### src/rtl/burst_sram_pkg.sv
package burst_sram_pkg;
  typedef enum logic [1:0] {
    CMD_NOP  = 2'd0,
    CMD_RD   = 2'd1,
    CMD_WR   = 2'd2,
    CMD_DSEL = 2'd3
  } cmd_e;
endpackage

### src/rtl/burst_seq.sv
module burst_seq #(
  parameter int CNT_W = 2
) (
  input  logic             clk_i,
  input  logic             rst_ni,
  input  logic             hold_i,
  input  logic             load_i,
  input  logic             adv_i,
  input  logic [CNT_W-1:0] start_i,
  input  logic             interleave_i,
  output logic [CNT_W-1:0] cur_o,
  output logic [CNT_W-1:0] nxt_o
);
  logic [CNT_W-1:0] start_q, cnt_q, cnt_nxt;

  always_ff @(posedge clk_i or negedge rst_ni) begin
    if (!rst_ni) begin
      start_q <= '0;
      cnt_q   <= '0;
    end else if (!hold_i) begin
      if (load_i) begin
        start_q <= start_i;
        cnt_q   <= '0;
      end else if (adv_i) begin
        cnt_q <= cnt_nxt;
      end
    end
  end

  assign cnt_nxt = cnt_q + CNT_W'(1);
  assign cur_o   = interleave_i ? (start_q ^ cnt_q)   : (start_q + cnt_q);
  assign nxt_o   = interleave_i ? (start_q ^ cnt_nxt) : (start_q + cnt_nxt);

  p_step_r9: assert property (@(posedge clk_i) disable iff (!rst_ni)
    (adv_i && !load_i && !hold_i) |=> (cnt_q == CNT_W'($past(cnt_q) + CNT_W'(1))));
  p_load_r2: assert property (@(posedge clk_i) disable iff (!rst_ni)
    (load_i && !hold_i) |=> (cnt_q == '0));
endmodule

### src/rtl/burst_sram_decode.sv
module burst_sram_decode
  import burst_sram_pkg::*;
#(
  parameter int LANES = 4
) (
  input  logic             ctl_strobe_ni,
  input  logic             cpu_strobe_ni,
  input  logic             burst_next_ni,
  input  logic             en_a_ni,
  input  logic             en_b_i,
  input  logic             en_c_ni,
  input  logic             all_wr_ni,
  input  logic             lane_wr_ni,
  input  logic [LANES-1:0] lane_sel_ni,
  input  logic             active_i,
  output cmd_e             cmd_o,
  output logic             load_o,
  output logic             adv_o,
  output logic [LANES-1:0] lane_we_o
);
  logic             selected, cpu_take;
  logic [LANES-1:0] mask;

  assign selected = !en_a_ni && en_b_i && !en_c_ni;
  assign cpu_take = !cpu_strobe_ni && !en_a_ni;

  always_comb begin
    if (!all_wr_ni)       mask = '1;
    else if (!lane_wr_ni) mask = ~lane_sel_ni;
    else                  mask = '0;
  end

  always_comb begin
    cmd_o  = CMD_NOP;
    load_o = 1'b0;
    adv_o  = 1'b0;
    if (cpu_take) begin
      load_o = selected;
      cmd_o  = selected ? CMD_RD : CMD_DSEL;
    end else if (!ctl_strobe_ni) begin
      load_o = selected;
      if (!selected)  cmd_o = CMD_DSEL;
      else if (|mask) cmd_o = CMD_WR;
      else            cmd_o = CMD_RD;
    end else if (active_i) begin
      adv_o = !burst_next_ni;
      cmd_o = (|mask) ? CMD_WR : CMD_RD;
    end
    lane_we_o = (cmd_o == CMD_WR) ? mask : '0;
  end
endmodule

### src/rtl/burst_sram_array.sv
module burst_sram_array #(
  parameter int ADDR_W = 6,
  parameter int LANES  = 4,
  parameter int LANE_W = 8,
  localparam int DEPTH  = 1 << ADDR_W,
  localparam int DATA_W = LANES * LANE_W
) (
  input  logic              clk_i,
  input  logic              hold_i,
  input  logic [LANES-1:0]  we_i,
  input  logic [ADDR_W-1:0] waddr_i,
  input  logic [DATA_W-1:0] wdata_i,
  input  logic [ADDR_W-1:0] raddr_i,
  output logic [DATA_W-1:0] rdata_o
);
  for (genvar g = 0; g < LANES; g++) begin : g_lane
    logic [LANE_W-1:0] lane_mem [DEPTH];

    always_ff @(posedge clk_i) begin
      if (!hold_i && we_i[g]) lane_mem[waddr_i] <= wdata_i[g*LANE_W +: LANE_W];
    end

    assign rdata_o[g*LANE_W +: LANE_W] = lane_mem[raddr_i];
  end
endmodule

### src/rtl/burst_sram.sv
module burst_sram
  import burst_sram_pkg::*;
#(
  parameter int ADDR_W = 6,
  parameter int LANES  = 4,
  parameter int LANE_W = 8,
  localparam int DATA_W  = LANES * LANE_W,
  localparam int BURST_W = 2,
  localparam int HI_W    = ADDR_W - BURST_W
) (
  input  logic              clk_i,
  input  logic              rst_ni,
  input  logic [ADDR_W-1:0] addr_i,
  input  logic [DATA_W-1:0] wdata_i,
  input  logic              ctl_strobe_ni,
  input  logic              cpu_strobe_ni,
  input  logic              burst_next_ni,
  input  logic              en_a_ni,
  input  logic              en_b_i,
  input  logic              en_c_ni,
  input  logic              all_wr_ni,
  input  logic              lane_wr_ni,
  input  logic [LANES-1:0]  lane_sel_ni,
  input  logic              out_en_ni,
  input  logic              burst_order_i,
  input  logic              sleep_i,
  output logic [DATA_W-1:0] rdata_o,
  output logic              rdata_en_o
);
  cmd_e               cmd, cmd1_q;
  logic               load, adv, active_q;
  logic [LANES-1:0]   lane_we, arr_we;
  logic [HI_W-1:0]    hi_q;
  logic [BURST_W-1:0] cur_lo, nxt_lo;
  logic [ADDR_W-1:0]  eff_addr, addr1_q;
  logic [DATA_W-1:0]  arr_rd, out_q;
  logic               drv_q, dsel2_q, doze_q;

  burst_sram_decode #(.LANES(LANES)) u_decode (
    .ctl_strobe_ni (ctl_strobe_ni),
    .cpu_strobe_ni (cpu_strobe_ni),
    .burst_next_ni (burst_next_ni),
    .en_a_ni       (en_a_ni),
    .en_b_i        (en_b_i),
    .en_c_ni       (en_c_ni),
    .all_wr_ni     (all_wr_ni),
    .lane_wr_ni    (lane_wr_ni),
    .lane_sel_ni   (lane_sel_ni),
    .active_i      (active_q),
    .cmd_o         (cmd),
    .load_o        (load),
    .adv_o         (adv),
    .lane_we_o     (lane_we)
  );

  burst_seq #(.CNT_W(BURST_W)) u_seq (
    .clk_i        (clk_i),
    .rst_ni       (rst_ni),
    .hold_i       (sleep_i),
    .load_i       (load),
    .adv_i        (adv),
    .start_i      (addr_i[BURST_W-1:0]),
    .interleave_i (burst_order_i),
    .cur_o        (cur_lo),
    .nxt_o        (nxt_lo)
  );

  assign eff_addr = load ? addr_i : {hi_q, (adv ? nxt_lo : cur_lo)};
  assign arr_we   = sleep_i ? '0 : lane_we;

  burst_sram_array #(.ADDR_W(ADDR_W), .LANES(LANES), .LANE_W(LANE_W)) u_array (
    .clk_i   (clk_i),
    .hold_i  (sleep_i),
    .we_i    (arr_we),
    .waddr_i (eff_addr),
    .wdata_i (wdata_i),
    .raddr_i (addr1_q),
    .rdata_o (arr_rd)
  );

  // address / command stage
  always_ff @(posedge clk_i or negedge rst_ni) begin
    if (!rst_ni) begin
      hi_q     <= '0;
      active_q <= 1'b0;
      cmd1_q   <= CMD_NOP;
      addr1_q  <= '0;
    end else if (!sleep_i) begin
      if (load) hi_q <= addr_i[ADDR_W-1:BURST_W];
      if (cmd == CMD_DSEL) active_q <= 1'b0;
      else if (load)       active_q <= 1'b1;
      cmd1_q  <= cmd;
      addr1_q <= eff_addr;
    end
  end

  // output register stage, deselect lags one more edge
  always_ff @(posedge clk_i or negedge rst_ni) begin
    if (!rst_ni) begin
      out_q   <= '0;
      drv_q   <= 1'b0;
      dsel2_q <= 1'b0;
    end else if (!sleep_i) begin
      if (cmd1_q == CMD_RD) begin
        out_q <= arr_rd;
        drv_q <= 1'b1;
      end else if (cmd1_q == CMD_WR || dsel2_q) begin
        drv_q <= 1'b0;
      end
      dsel2_q <= (cmd1_q == CMD_DSEL);
    end
  end

  always_ff @(posedge clk_i or negedge rst_ni) begin
    if (!rst_ni)                             doze_q <= 1'b0;
    else if (sleep_i)                        doze_q <= 1'b1;
    else if (cmd == CMD_RD || cmd == CMD_WR) doze_q <= 1'b0;
  end

  assign rdata_o    = out_q;
  assign rdata_en_o = drv_q && !out_en_ni && !sleep_i && !doze_q;

  p_read_drive_r6: assert property (@(posedge clk_i) disable iff (!rst_ni)
    (cmd1_q == CMD_RD && !sleep_i) |=> drv_q);
  p_dsel_late_r7: assert property (@(posedge clk_i) disable iff (!rst_ni)
    (dsel2_q && cmd1_q != CMD_RD && !sleep_i) |=> !drv_q);
  p_write_quiet_r8: assert property (@(posedge clk_i) disable iff (!rst_ni)
    (cmd1_q == CMD_WR && !sleep_i) |=> !drv_q);
  p_sleep_freeze_r11: assert property (@(posedge clk_i) disable iff (!rst_ni)
    sleep_i |=> ($stable(drv_q) && $stable(active_q) && $stable(addr1_q)));

  always_comb begin
    if (rst_ni && cmd == CMD_WR && !all_wr_ni)
      p_global_all_r4: assert (&lane_we);
    if (rst_ni && !cpu_strobe_ni && !en_a_ni)
      p_cpu_no_write_r3: assert (cmd != CMD_WR && lane_we == '0);
  end
endmodule

### config.mk
export PLATFORM = sky130hd
export DESIGN_NAME = burst_sram
export DESIGN_NICKNAME = d
export VERILOG_FILES = /design/src/rtl/burst_sram_pkg.sv /design/src/rtl/burst_seq.sv /design/src/rtl/burst_sram_decode.sv /design/src/rtl/burst_sram_array.sv /design/src/rtl/burst_sram.sv
export SDC_FILE = /design/constraint.sdc
export NUM_CORES = 2
export LEC_CHECK = 0
export BUFFER_PORTS_ARGS = -buffer_cell sky130_fd_sc_hd__buf_2
export CAP_MARGIN = 10
export CORE_MARGIN = 10
export CORE_UTILIZATION = 40
export CTS_CLUSTER_DIAMETER = 40
export DETAILED_ROUTE_END_ITERATION = 8
export PLACE_DENSITY = 0.54
export SYNTH_ARGS = -nofsm -noshare
export SYNTH_HDL_FRONTEND = slang
export SYNTH_SLANG_ARGS = --single-unit
### constraint.sdc
create_clock -name clk_i -period 8.2 [get_ports clk_i]
set_clock_uncertainty 0.1 [all_clocks]
set_input_delay 0.82 -clock clk_i [delete_from_list [all_inputs] [get_ports clk_i]]
set_output_delay 0.82 -clock clk_i [all_outputs]
set_load 0.02 [all_outputs]
# Word-level counts from Yosys, hierarchy flattened
# Memory sizes are Yosys's and may differ from the RTL's. A register that Yosys moved wholly into a read port is not among the register bits.
# Index checks and enable logic that the tools add are counted.
# word_totals
n_memories	4
latchBits	0
romBits	0
inputBits	55
ram_bits	2048
ff_bits	20
# op_classes
n_eq_ne	6
reduce_logical	33
shifts	0
magnitude_cmp	0
muxes	35
add_sub_neg	3
n_mul	0
div_mod_pow	0
n_bitwise	4
# memory_table
name	depth	width	rd	rd_clocked_by_memory_dff	wr	line_no	source
u_array.g_lane[0].lane_mem	64	8	1	1	1	burst_sram_array.sv:17	logic [LANE_W-1:0] lane_mem [DEPTH];
u_array.g_lane[1].lane_mem	64	8	1	1	1	burst_sram_array.sv:17	
u_array.g_lane[2].lane_mem	64	8	1	1	1	burst_sram_array.sv:17	
u_array.g_lane[3].lane_mem	64	8	1	1	1	burst_sram_array.sv:17	
# op_table
op	count
$mux 2	11
$mux 1	19
$mux 4	4
$logic_not 1->1	11
$logic_and 1x1->1	10
$reduce_and 2->1	5
$eq 2x2->1 const B	4
$reduce_bool 2->1	4
$mux 6	1
$add 2x2->2	2
$eq 2x1->1 const B	2
$not 4->4	1
$reduce_or 4->1	1
$xor 2x2->2	2
$add 2x1->2 const B	1
$logic_or 1x1->1	2
$not 1->1	1

# Logic depth before layout (Yosys ltp)
# logic_depth
ltp_word	14
depth_mapped	11
mapped_depth_nobuf	9

# Cells and area by module
# Synthesis repeated with hierarchy kept, for this count alone.
# hier_totals
cells_unflattened	3758
hier_area_um2	81040.2
# by_module_without_submodules
mod	cells_per_inst	instances	area_each_um2
burst_sram_array	3579	1	78640.4
burst_sram	125	1	1963.1
burst_seq	27	1	261.5
burst_sram_decode	27	1	175.2

# Worst setup path after synthesis
# No wires, ideal clock.
# synth_timing
path_type	input-to-reg
from	input en_a_ni
to	memory u_array.g_lane[2].lane_mem[56][0] (enable)
arrival_time_ps	3008
slack_ps	4709
path_buffers	1
path_stages	9
setup_ps	383
t_required_ps	7717
path_cell_list	nor3b_1 > nor2_1 > or3_1 > inv_1 > ha_1 > and3_1 > buf_1 > nand2_1 > nor3_1
# synth_via
elab_chain_len	12
word_cells_on_any_way	19
cone_classes	eq/ne: 1; mux: 13; reduce/logical: 5
# synth_lines
item	line_no	source
start: declaration	burst_sram.sv:18	input logic en_a_ni,
$logic_not 1->1 (*)	burst_sram_decode.sv:24, burst_sram_decode.sv:25	
$logic_and 1x1->1 (2 in series)	burst_sram_decode.sv:24	assign selected = !en_a_ni && en_b_i && !en_c_ni;
$mux 2	burst_sram_decode.sv:42	if (!selected) cmd_o = CMD_DSEL;
$mux 2	burst_sram_decode.sv:40	end else if (!ctl_strobe_ni) begin
$mux 2 (*)	burst_sram_decode.sv:37	if (cpu_take) begin
net cmd[0]	burst_sram.sv:30	cmd_e cmd, cmd1_q;
$eq 2x2->1 (*)	burst_sram_decode.sv:49	lane_we_o = (cmd_o == CMD_WR) ? mask : '0;
$mux 4 (*)	burst_sram_decode.sv:49	
$mux 4 (*)	burst_sram.sv:69	assign arr_we = sleep_i ? '0 : lane_we;
$logic_and 1x1->1 (*)	burst_sram_array.sv:20	if (!hold_i && we_i[g]) lane_mem[waddr_i] <= wdata_i[g*LANE_W +: LANE_W];
$mux 1 (*)	burst_sram_array.sv:20	
$mux 1 (not written as such) (*)	burst_sram_array.sv:20	
end: declaration	burst_sram_array.sv:17	
# The timed path passes the listed nets; every way through them passes the cells marked *.

# Worst setup path in the final report
# layout_timing
from	register u_seq.cnt_q[0]
to	memory u_array.g_lane[1].lane_mem[53][5] (enable)
# layout_via
elab_chain_len	5
word_cells_on_any_way	9
cone_classes	add/sub: 3; mux: 4; bitwise: 2
# layout_lines
item	line_no	source
start: declaration	burst_seq.sv:14	logic [CNT_W-1:0] start_q, cnt_q, cnt_nxt;
start signal: assignment	burst_seq.sv:25	cnt_q <= cnt_nxt;
$add 2x1->2	burst_seq.sv:30	assign cnt_nxt = cnt_q + CNT_W'(1);
$add 2x2->2 / $xor 2x2->2 (equally long branches)	burst_seq.sv:32	assign nxt_o = interleave_i ? (start_q ^ cnt_nxt) : (start_q + cnt_nxt);
$mux 2	burst_seq.sv:32	
$mux 2 (*)	burst_sram.sv:68	assign eff_addr = load ? addr_i : {hi_q, (adv ? nxt_lo : cur_lo)};
$mux 6 (*)	burst_sram.sv:68	
end: declaration	burst_sram_array.sv:17	
# Mark *: on every way between the ends. The rest lies on a longest branch, timed or not.

==> flow_summary.toml <==
[drt]
vias = 40909
postRouteAntennaNets = 0
routed_wirelength_um = 210000
drc = 0
routedWlPerCell_um = 29.0
vias_per_cell = 5.64
drt_first_pass_iters = 5
drt_iter0_drc = 4025

[critical_path]
crit_required_ns = 8.59
path_class = "reg2reg"
crit_path_max_fanout = 18
startpoint_type = "register"
critical_path_arrival_ns = 4.97
cp-end-kind = "register"

[die]
start_util_pct = 40.1
die_h_um = 473
core_area_um2 = 204000
pin_count = 88
dieArea_um2 = 224000
rows = 166
dieWidth_um = 473

[outcome]
status = "complete, no violations"

[yosys]
synth_common_cells = "2,048 x edfxtp_1, 451 x mux2i_1, 320 x mux4_2"
synthesis.instances = 4107
synth_most_common_cell = "edfxtp_1"
synth-async-reset-ratio_pct = 2.48
synth_edf_count = 2048
syn_area_um2 = 82000
synthFlopType = "edfxtp_1"
synth-seq-area-share_pct = 76.6
yosysUniqueCellTypes = 53
synth_fp_nets = 4166
synth-warning-count = 0
ys_seq_elements = 2100
netlist.area_leader.share_pct = 75.0
syn_area_per_cell_um2 = 20.0
synth_top_area_cell = "edfxtp_1"
synthTopCellsByArea = "edfxtp_1 75%, mux4_2 8.8%, mux2i_1 5.5%, dfrtp_1 1.6%, a22oi_1 1.5%"

[clocking]
cts_htree_levels = 5
clock_sinks = 2100
cts_resized = 0
cts_tree = "done"
cts_hold_buf = 1
postCtsSetupRepairBufs = 0
insertion_delay_ns = 0.92
cts_buffers = 310
cts_max_path_buffers = 4
cts_root_buf = "clkbuf_16"
clk_pin_slew_ns = 0.06

[timing]
period_minus_slack_ns = 4.58
slew_headroom_pct = 8.72
setup_viol = 0
hold_viol_final = 0
finalCritPeriodShare_pct = 55.8
worstMarginPinSlew_ns = 1.36
rsz0062_at_grt = "no"
fin_ws_ns = 3.62
final.setup.tns_ns = 0
clock.fmax_mhz = 218
slew_viol_final = 0

[power]
ir_drop_v = 0.000241
pwr_density_cell_nw_per_um2 = 320
p_leak_nw = 30.6

[global_route]
grt_use_met3_pct = 3.25
grt_usage_pct = 18.5
use_met2_pct = 29.2
first_global_vias = 42135
grt.busiest_layer = "met2"
grt_max_degree = 120
grt-ovfl-total = 0
met1_usage_pct = 26.2
grt_pass1_wl_um = 305000
antenna_found_initial = 10

[place]
hpwl_um = 122000
place_ws_ns = 2.64
numPortBuffers = 87
gp_congestion = 0.780

[final_layout]
fin_nets = 4396
syn_to_final_growth_pct = 16.7
drive_above_1_share_pct = 22.6

[job]
max-cap-violations = 0

[min_path]
hold_class = "in2reg"
[layer usage]
metal	wire [um]	vias to the layer above
li1	-	17648
met1	93200	21520
met2	99400	1384
met3	11800	357
met4	5790	0
met5	0	-
[area by class of cell]
cell class | instances | area, um2
Fill cell | 17021 | 109000
Sequential cell | 2100 | 62800
Antenna cell | 5 | 12.5
Tap cell | 2688 | 3360
Multi-Input combinational cell | 1731 | 18100
Inverter | 8 | 30.0
Clock buffer | 353 | 8010
Timing Repair Buffer | 186 | 1210
Clock inverter | 187 | 2130
[report_power, final]
group | switching (mW) | internal [mW] | leakage (nW)
clock network | 4.87 | 8.10 | 4.85
logic | 3.44 | 2.07 | 6.71
registers | 0.231 | 11.9 | 19.0
[layout by cell type (no fill, tap or decap), types with 22 or more instances in the layout]
master	synthesis	routed
o211ai_1	35	35
o21ai_0	45	44
a211oi_1	64	64
nor2b_1	38	35
clkinv_1	0	26
a2111oi_0	32	32
buf_2	117	92
a22o_1	34	34
nor2_1	145	143
bufinv_16	0	32
clkinvlp_4	0	35
mux4_2	320	320
inv_6	0	40
nand3_1	36	35
dfrtp_1	52	47
a22oi_1	160	160
buf_4	2	88
clkbuf_16	0	314
nand2_1	52	48
edfxtp_1	2048	2048
mux2_1	24	24
clkbuf_1	104	38
a31oi_1	32	32
o22ai_1	32	32
nor3_1	129	129
clkinv_4	0	22
mux2i_1	451	451
a221o_1	32	32
[through the flow]
step	instance area, um2	instances	hold WS, ns	util [%]	total power, mW
after floorplan	82000	4107	0.351	-	15.9
after global placement	85400	6705	0.396	41.8	18.0
after detailed placement	85400	6705	0.388	41.8	18.0
after CTS	95600	7246	0.0373	46.8	31.0
after global routing	95600	7254	0.0635	46.8	31.7
final	95700	7258	0.100	46.8	30.6
[worst paths after layout]
kind | startpoint | endpoint | slack (ns) | cells past startpoint
hold reg to reg | doze_q | doze_q | 0.39 | 2
min in group asynchronous | rst_ni | rdata_o[19] | 0.24 | 2
setup reg to reg | u_seq.cnt_q[0] | u_array.g_lane[1].lane_mem[53][5] | 3.62 | 7
setup / recovery | u_seq.cnt_q[0] | u_array.g_lane[1].lane_mem[53][5] | 3.62 | 7
hold / removal | addr_i[0] | u_seq.start_q[0] | 0.10 | 2
max in group asynchronous | rst_ni | addr1_q[4] | 6.63 | 3
[sequential cells by signal (all words and copies together), names as in the netlist]
register	flops
rdata_o	32
u_array.g_lane.lane_mem	2048
dsel2_q	1
u_seq.cnt_q	2
doze_q	1
addr1_q	6
active_q	1
hi_q	4
cmd1_q	2
drv_q	1
u_seq.start_q	2
[worst max-delay path: stages (launching register included)]
cell	delay [ns]
dfrtp_1	0.42
inv_1	0.10
ha_1	0.31
o21a_1	0.12
o31ai_2	0.85
nand2_2	0.68
buf_4	0.48
nor3_1	0.99
[cell families (layout without fill, tap and decap cells)]
| family | Yosys count | in the layout | synth area share [%] |
|---|---|---|---|
| XOR/XNOR | 3 | 3 | 0.0321 |
| multiplexers | 814 | 814 | 14.9 |
| flip-flops | 2100 | 2100 | 76.6 |
| buffers and inverters | 276 | 734 | 1.62 |
| adder cells (fa/ha/maj) | 4 | 4 | 0.0610 |
| other | 0 | 5 | 0 |
| AO/OA/AOI/OAI | 488 | 488 | 4.44 |
| AND/OR/NAND/NOR | 422 | 422 | 2.38 |
Note: power is estimated with default switching activity, not from simulation.
